--- src/rtl/idx_abs_seq.sv ---
module idx_abs_seq #(
  parameter int DW = 8
) (
  input  logic          clk,
  input  logic          rst_n,
  input  logic          start,
  input  logic [1:0]    op,
  input  logic [2*DW-1:0] pc,
  input  logic [DW-1:0] idx,
  input  logic [DW-1:0] wval,
  input  logic [DW-1:0] rd_data,
  output logic [2*DW-1:0] addr,
  output logic          we,
  output logic [DW-1:0] wdata,
  output logic          busy,
  output logic          done,
  output logic [DW-1:0] ld_data
);
  localparam int AW = 2 * DW;

  typedef enum logic [2:0] {S_IDLE, S_C1, S_C2, S_C3, S_C4, S_C5} st_t;

  st_t            st;
  logic [1:0]     opr;
  logic [AW-1:0]  pcr;
  logic [DW-1:0]  idxr, wvr, lo, hi, sum, ldb;
  logic           cry;

  wire is_st   = (opr == 2'b01);
  wire is_bad  = (opr == 2'b10);
  wire is_ld   = !is_st && !is_bad;
  wire [DW-1:0] hi_inc = DW'(hi + 1'b1);
  wire [DW-1:0] mask   = wvr & hi_inc;

  assign busy = (st != S_IDLE);
  assign done = (st == S_C5) || (st == S_C4 && is_ld && !cry);
  assign we   = (st == S_C5) && !is_ld;
  assign wdata = is_bad ? mask : wvr;
  assign ld_data = ldb;

  always_comb begin
    case (st)
      S_C1:    addr = pcr;
      S_C2:    addr = AW'(pcr + 1'b1);
      S_C3:    addr = AW'(pcr + 2'd2);
      S_C4:    addr = {hi, sum};
      S_C5: begin
        if (is_ld)       addr = {hi_inc, sum};
        else if (is_st)  addr = {cry ? hi_inc : hi, sum};
        else             addr = {cry ? mask : hi, sum};
      end
      default: addr = '0;
    endcase
  end

  always_ff @(posedge clk) begin
    if (!rst_n) begin
      st   <= S_IDLE;
      opr  <= '0;
      pcr  <= '0;
      idxr <= '0;
      wvr  <= '0;
      lo   <= '0;
      hi   <= '0;
      sum  <= '0;
      cry  <= 1'b0;
      ldb  <= '0;
    end else begin
      case (st)
        S_IDLE: if (start) begin
          st   <= S_C1;
          opr  <= op;
          pcr  <= pc;
          idxr <= idx;
          wvr  <= wval;
        end
        S_C1: st <= S_C2;
        S_C2: begin
          lo <= rd_data;
          st <= S_C3;
        end
        S_C3: begin
          hi <= rd_data;
          {cry, sum} <= {1'b0, lo} + {1'b0, idxr};
          st <= S_C4;
        end
        S_C4: begin
          if (is_ld && !cry) begin
            ldb <= rd_data;
            st  <= S_IDLE;
          end else begin
            st <= S_C5;
          end
        end
        S_C5: begin
          if (is_ld) ldb <= rd_data;
          st <= S_IDLE;
        end
        default: st <= S_IDLE;
      endcase
    end
  end
endmodule


--- config.mk ---
export PLATFORM = sky130hd
export DESIGN_NAME = idx_abs_seq
export DESIGN_NICKNAME = d
export VERILOG_FILES = /design/src/rtl/idx_abs_seq.sv
export SDC_FILE = /design/constraint.sdc
export NUM_CORES = 1
export LEC_CHECK = 0
export ABC_AREA = 1
export BUFFER_PORTS_ARGS = -buffer_cell sky130_fd_sc_hd__buf_2
export CELL_PAD_IN_SITES_DETAIL_PLACEMENT = 0
export CELL_PAD_IN_SITES_GLOBAL_PLACEMENT = 1
export CORE_MARGIN = 3
export CORE_UTILIZATION = 35
export CTS_CLUSTER_SIZE = 28
export DETAILED_ROUTE_END_ITERATION = 16
export GPL_TIMING_DRIVEN = 0
export MAX_ROUTING_LAYER = met4
export PLACE_DENSITY = 0.84
export SYNTH_ARGS = -nofsm -noshare
export SYNTH_HDL_FRONTEND = slang
export SYNTH_SLANG_ARGS = --single-unit
--- constraint.sdc ---
create_clock -name clk -period 1.4 [get_ports clk]
set_input_delay 0.14 -clock clk [delete_from_list [all_inputs] [get_ports clk]]
set_output_delay 0.14 -clock clk [all_outputs]
set_load 0.03 [all_outputs]
==> impl_metrics.xml <==
<?xml version="1.0" encoding="UTF-8"?>
<metrics>
  <group name="detailed_routing">
    <metric name="routed_via_density" unit="">5.26</metric>
    <metric name="drc_errors" unit="">0</metric>
    <metric name="detail_route.iter0.violations" unit="">330</metric>
    <metric name="routed_wl" unit="µm">15900</metric>
    <metric name="route.detailed.wl_per_inst" unit="µm">17.4</metric>
    <metric name="drt_pass1_iterations" unit="">5</metric>
    <metric name="vias" unit="">4789</metric>
    <metric name="ant_nets" unit="">0</metric>
  </group>
  <group name="global_routing">
    <metric name="grt_use_total" unit="%">23.2</metric>
    <metric name="overflow" unit="">0</metric>
    <metric name="antenna_violations_before_repair" unit="">0</metric>
    <metric name="grt_start_max_net_pins" unit="">13</metric>
    <metric name="first_global_vias" unit="">4615</metric>
    <metric name="grt_first_pass_wirelength" unit="µm">22800</metric>
  </group>
  <group name="worst_setup_path">
    <metric name="ff2ff_setup_slack" unit="ns">-0.42</metric>
    <metric name="worstSetupPathType" unit="">reg2out</metric>
    <metric name="critPathLaunchType" unit="">flop</metric>
    <metric name="timing.critical_path.to_type" unit="">primary output</metric>
    <metric name="critical_path_arrival" unit="ns">1.92</metric>
    <metric name="cp.required" unit="ns">1.26</metric>
    <metric name="path_max_fanout" unit="">5</metric>
  </group>
  <group name="sta">
    <metric name="fin_worst_skew" unit="ns">0.00966</metric>
    <metric name="final-max-slew-violation-count" unit="">0</metric>
    <metric name="grt_setup_unrepaired" unit="">true</metric>
    <metric name="relative_max_transition_margin" unit="%">36.5</metric>
    <metric name="final.period_utilization" unit="%">147</metric>
    <metric name="tightestPinTransition" unit="ns">0.953</metric>
    <metric name="setup_total_negative_slack" unit="ns">-15.42</metric>
    <metric name="timing_hold_violations_final" unit="">0</metric>
    <metric name="maximum_achievable_frequency" unit="MHz">485</metric>
    <metric name="setup_viol" unit="">77</metric>
    <metric name="finalCriticalPeriod" unit="ns">2.06</metric>
    <metric name="final.setup.worst_slack" unit="ns">-0.661</metric>
    <metric name="final.hold.worst_slack" unit="ns">0.0576</metric>
  </group>
  <group name="cells_and_area">
    <metric name="syn_to_final_growth" unit="%">72.2</metric>
    <metric name="fillers" unit="">923</metric>
    <metric name="post-route-cell-area" unit="µm²">6910</metric>
    <metric name="most_common_cell_after_layout_fill_and_taps_aside" unit="">sky130_fd_sc_hd__nand2_1</metric>
    <metric name="mostFrequentLayoutCells" unit="">sky130_fd_sc_hd__nand2_1 (86), sky130_fd_sc_hd__inv_1 (61), sky130_fd_sc_hd__nor2_1 (53), sky130_fd_sc_hd__buf_2 (53), sky130_fd_sc_hd__dfxtp_1 (46)</metric>
    <metric name="post_route_cells_drive_above_1_share" unit="%">50.1</metric>
    <metric name="nets" unit="">826</metric>
    <metric name="utilization" unit="%">62.6</metric>
    <metric name="antenna-diode-count" unit="">0</metric>
  </group>
  <group name="synth">
    <metric name="ys.warnings.count" unit="">0</metric>
    <metric name="postSynthNetCount" unit="">673</metric>
    <metric name="syn_avg_cell_area" unit="µm²">6.53</metric>
    <metric name="synthCells" unit="">614</metric>
    <metric name="postSynth.topFlopCell" unit="">sky130_fd_sc_hd__dfxtp_1</metric>
    <metric name="synth-edff-count" unit="">0</metric>
    <metric name="ys_ff_latch" unit="">70</metric>
    <metric name="synth_cell_type_count" unit="">33</metric>
    <metric name="synth_async_sr_flop_share" unit="%">0</metric>
    <metric name="syn-cell-area" unit="µm²">4010</metric>
    <metric name="ys_seq_area_share" unit="%">34.9</metric>
  </group>
  <group name="cts">
    <metric name="clkTransAtPathRegs" unit="ns">0.06</metric>
    <metric name="cts_hold_repair.buffers" unit="">0</metric>
    <metric name="clockBufferDepth" unit="">2</metric>
    <metric name="cts.sink_count" unit="">70</metric>
    <metric name="cts_htree_levels" unit="">3</metric>
    <metric name="cts_root_buffer" unit="">sky130_fd_sc_hd__clkbuf_16</metric>
    <metric name="cts_tree" unit="">yes</metric>
    <metric name="cts_buffers" unit="">9</metric>
    <metric name="worst_skew_pair.late_latency" unit="ns">0.35</metric>
  </group>
  <group name="place">
    <metric name="post-place-ws" unit="ns">-0.473</metric>
    <metric name="place_hpwl" unit="µm">10000</metric>
    <metric name="place_congestion" unit="">0.880</metric>
    <metric name="port-buffer-count" unit="">78</metric>
    <metric name="total_cell_area_at_the_placement_stage" unit="µm²">4750</metric>
  </group>
  <group name="power_and_ir_drop">
    <metric name="max-vdd-ir-drop" unit="mV">0.942</metric>
    <metric name="cellLeakagePower" unit="µW">0.00301</metric>
    <metric name="power.density" unit="nW/µm²">1330</metric>
  </group>
  <group name="run_status">
    <metric name="run_status" unit="">complete, but fails checks</metric>
    <metric name="failed_checks" unit="">negative setup slack</metric>
  </group>
  <group name="worst_hold_path">
    <metric name="hold_class" unit="">in2reg</metric>
  </group>
  <group name="die">
    <metric name="core" unit="µm²">11000</metric>
    <metric name="initial_core_util" unit="%">36.4</metric>
    <metric name="fp.dieW" unit="µm">113</metric>
    <metric name="placementRows" unit="">38</metric>
    <metric name="dieHeight" unit="µm">113</metric>
    <metric name="design.portCount" unit="">80</metric>
    <metric name="die_area" unit="µm²">12800</metric>
  </group>
  <group name="flow_run">
    <metric name="timing.max_cap.violations" unit="">0</metric>
  </group>
</metrics>
## final cells by class
type / instances / area [µm²] / share of cell area [%]
clock inverter: 5 / 81.3 / 1.18
inverter: 86 / 355 / 5.14
tap: 140 / 175 / 2.54
clock buffer: 10 / 239 / 3.46
sequential: 70 / 1460 / 21.2
buffer: 22 / 241 / 3.50
timing repair buffer: 141 / 1210 / 17.5
multi-input combinational: 437 / 3140 / 45.5
## synthesized netlist by cell type (2+ instances only)
master | count | share of area, %
sky130_fd_sc_hd__a21oi_1 | 61 | 7.6
sky130_fd_sc_hd__a22oi_1 | 2 | 0.37
sky130_fd_sc_hd__a31oi_1 | 2 | 0.31
sky130_fd_sc_hd__buf_2 | 8 | 1.0
sky130_fd_sc_hd__clkbuf_1 | 11 | 1.0
sky130_fd_sc_hd__clkbuf_2 | 2 | 0.25
sky130_fd_sc_hd__dfxtp_1 | 70 | 35
sky130_fd_sc_hd__ha_1 | 13 | 4.1
sky130_fd_sc_hd__inv_1 | 83 | 7.8
sky130_fd_sc_hd__inv_2 | 3 | 0.28
sky130_fd_sc_hd__nand2_1 | 120 | 11
sky130_fd_sc_hd__nand2_2 | 4 | 0.62
sky130_fd_sc_hd__nand3_1 | 44 | 5.5
sky130_fd_sc_hd__nand3_2 | 2 | 0.50
sky130_fd_sc_hd__nand4_1 | 9 | 1.4
sky130_fd_sc_hd__nor2_1 | 71 | 6.6
sky130_fd_sc_hd__nor3_1 | 3 | 0.37
sky130_fd_sc_hd__o211ai_1 | 4 | 0.75
sky130_fd_sc_hd__o21a_1 | 5 | 0.94
sky130_fd_sc_hd__o21ai_0 | 75 | 9.4
sky130_fd_sc_hd__o21ai_1 | 4 | 0.50
sky130_fd_sc_hd__xor2_1 | 7 | 1.5
## routing by layer
layer  track usage, %  routed length (µm)
met4             7.21                 352
met3             4.81                 938
met1             29.0                6650
met5                -                   0
met2             37.8                7920
## logic make-up (layout without fill, tap and decap cells)
| family | after synthesis | count (layout) | share of synthesized area, % |
|---|---|---|---|
| and+or+nand+nor | 258 | 259 | 27.5 |
| AOI/OAI and AO/OA | 156 | 156 | 20.7 |
| buffers and inverters | 108 | 264 | 10.6 |
| DFF | 70 | 70 | 34.9 |
| adders and majority gates | 14 | 14 | 4.56 |
| xor gates and xnor gates | 8 | 8 | 1.75 |
## worst paths after layout
check        startpoint         end  depth (start not counted)
max              opr[1]    addr[10]                          9
min              pc[13]     pcr[13]                          3
max reg2reg      opr[0]  ld_data[2]                         10
min reg2reg  ld_data[6]  ld_data[6]                          2
## power by group
group | switching [µW] | internal, µW
sequential | 305 | 2310
clock | 922 | 1600
combinational | 2290 | 1750
## state kept, by name (all words and copies together) (netlist names), 3 cells and up
name and count:
lo 8, idxr 8, sum 8, st 3, wvr 8, hi 8
pcr 16, ld_data 8
## critical path, stage by stage (launching register included)
cell,delay [ns]
sky130_fd_sc_hd__dfxtp_2,0.35
sky130_fd_sc_hd__inv_1,0.07
sky130_fd_sc_hd__ha_1,0.22
sky130_fd_sc_hd__nor2_4,0.17
sky130_fd_sc_hd__inv_2,0.09
sky130_fd_sc_hd__o211ai_1,0.24
sky130_fd_sc_hd__nand2_1,0.11
sky130_fd_sc_hd__a21oi_2,0.13
sky130_fd_sc_hd__nand2_2,0.07
sky130_fd_sc_hd__buf_6,0.14
## through the flow
step	instances	total power (µW)
2_1_floorplan	614	4190
3_3_place_gp	832	4890
3_5_place_dp	832	4920
4_1_cts	882	8240
5_1_grt	911	9590
6_report	911	9170
## repair_timing
item	4_1_cts	5_1_grt
pin swaps	36	68
cloned	1	5
endpoints found under the setup margin	70	79
buffers inserted	34	29
gates resized for setup	212	201
(Power assumes the default switching activity.)
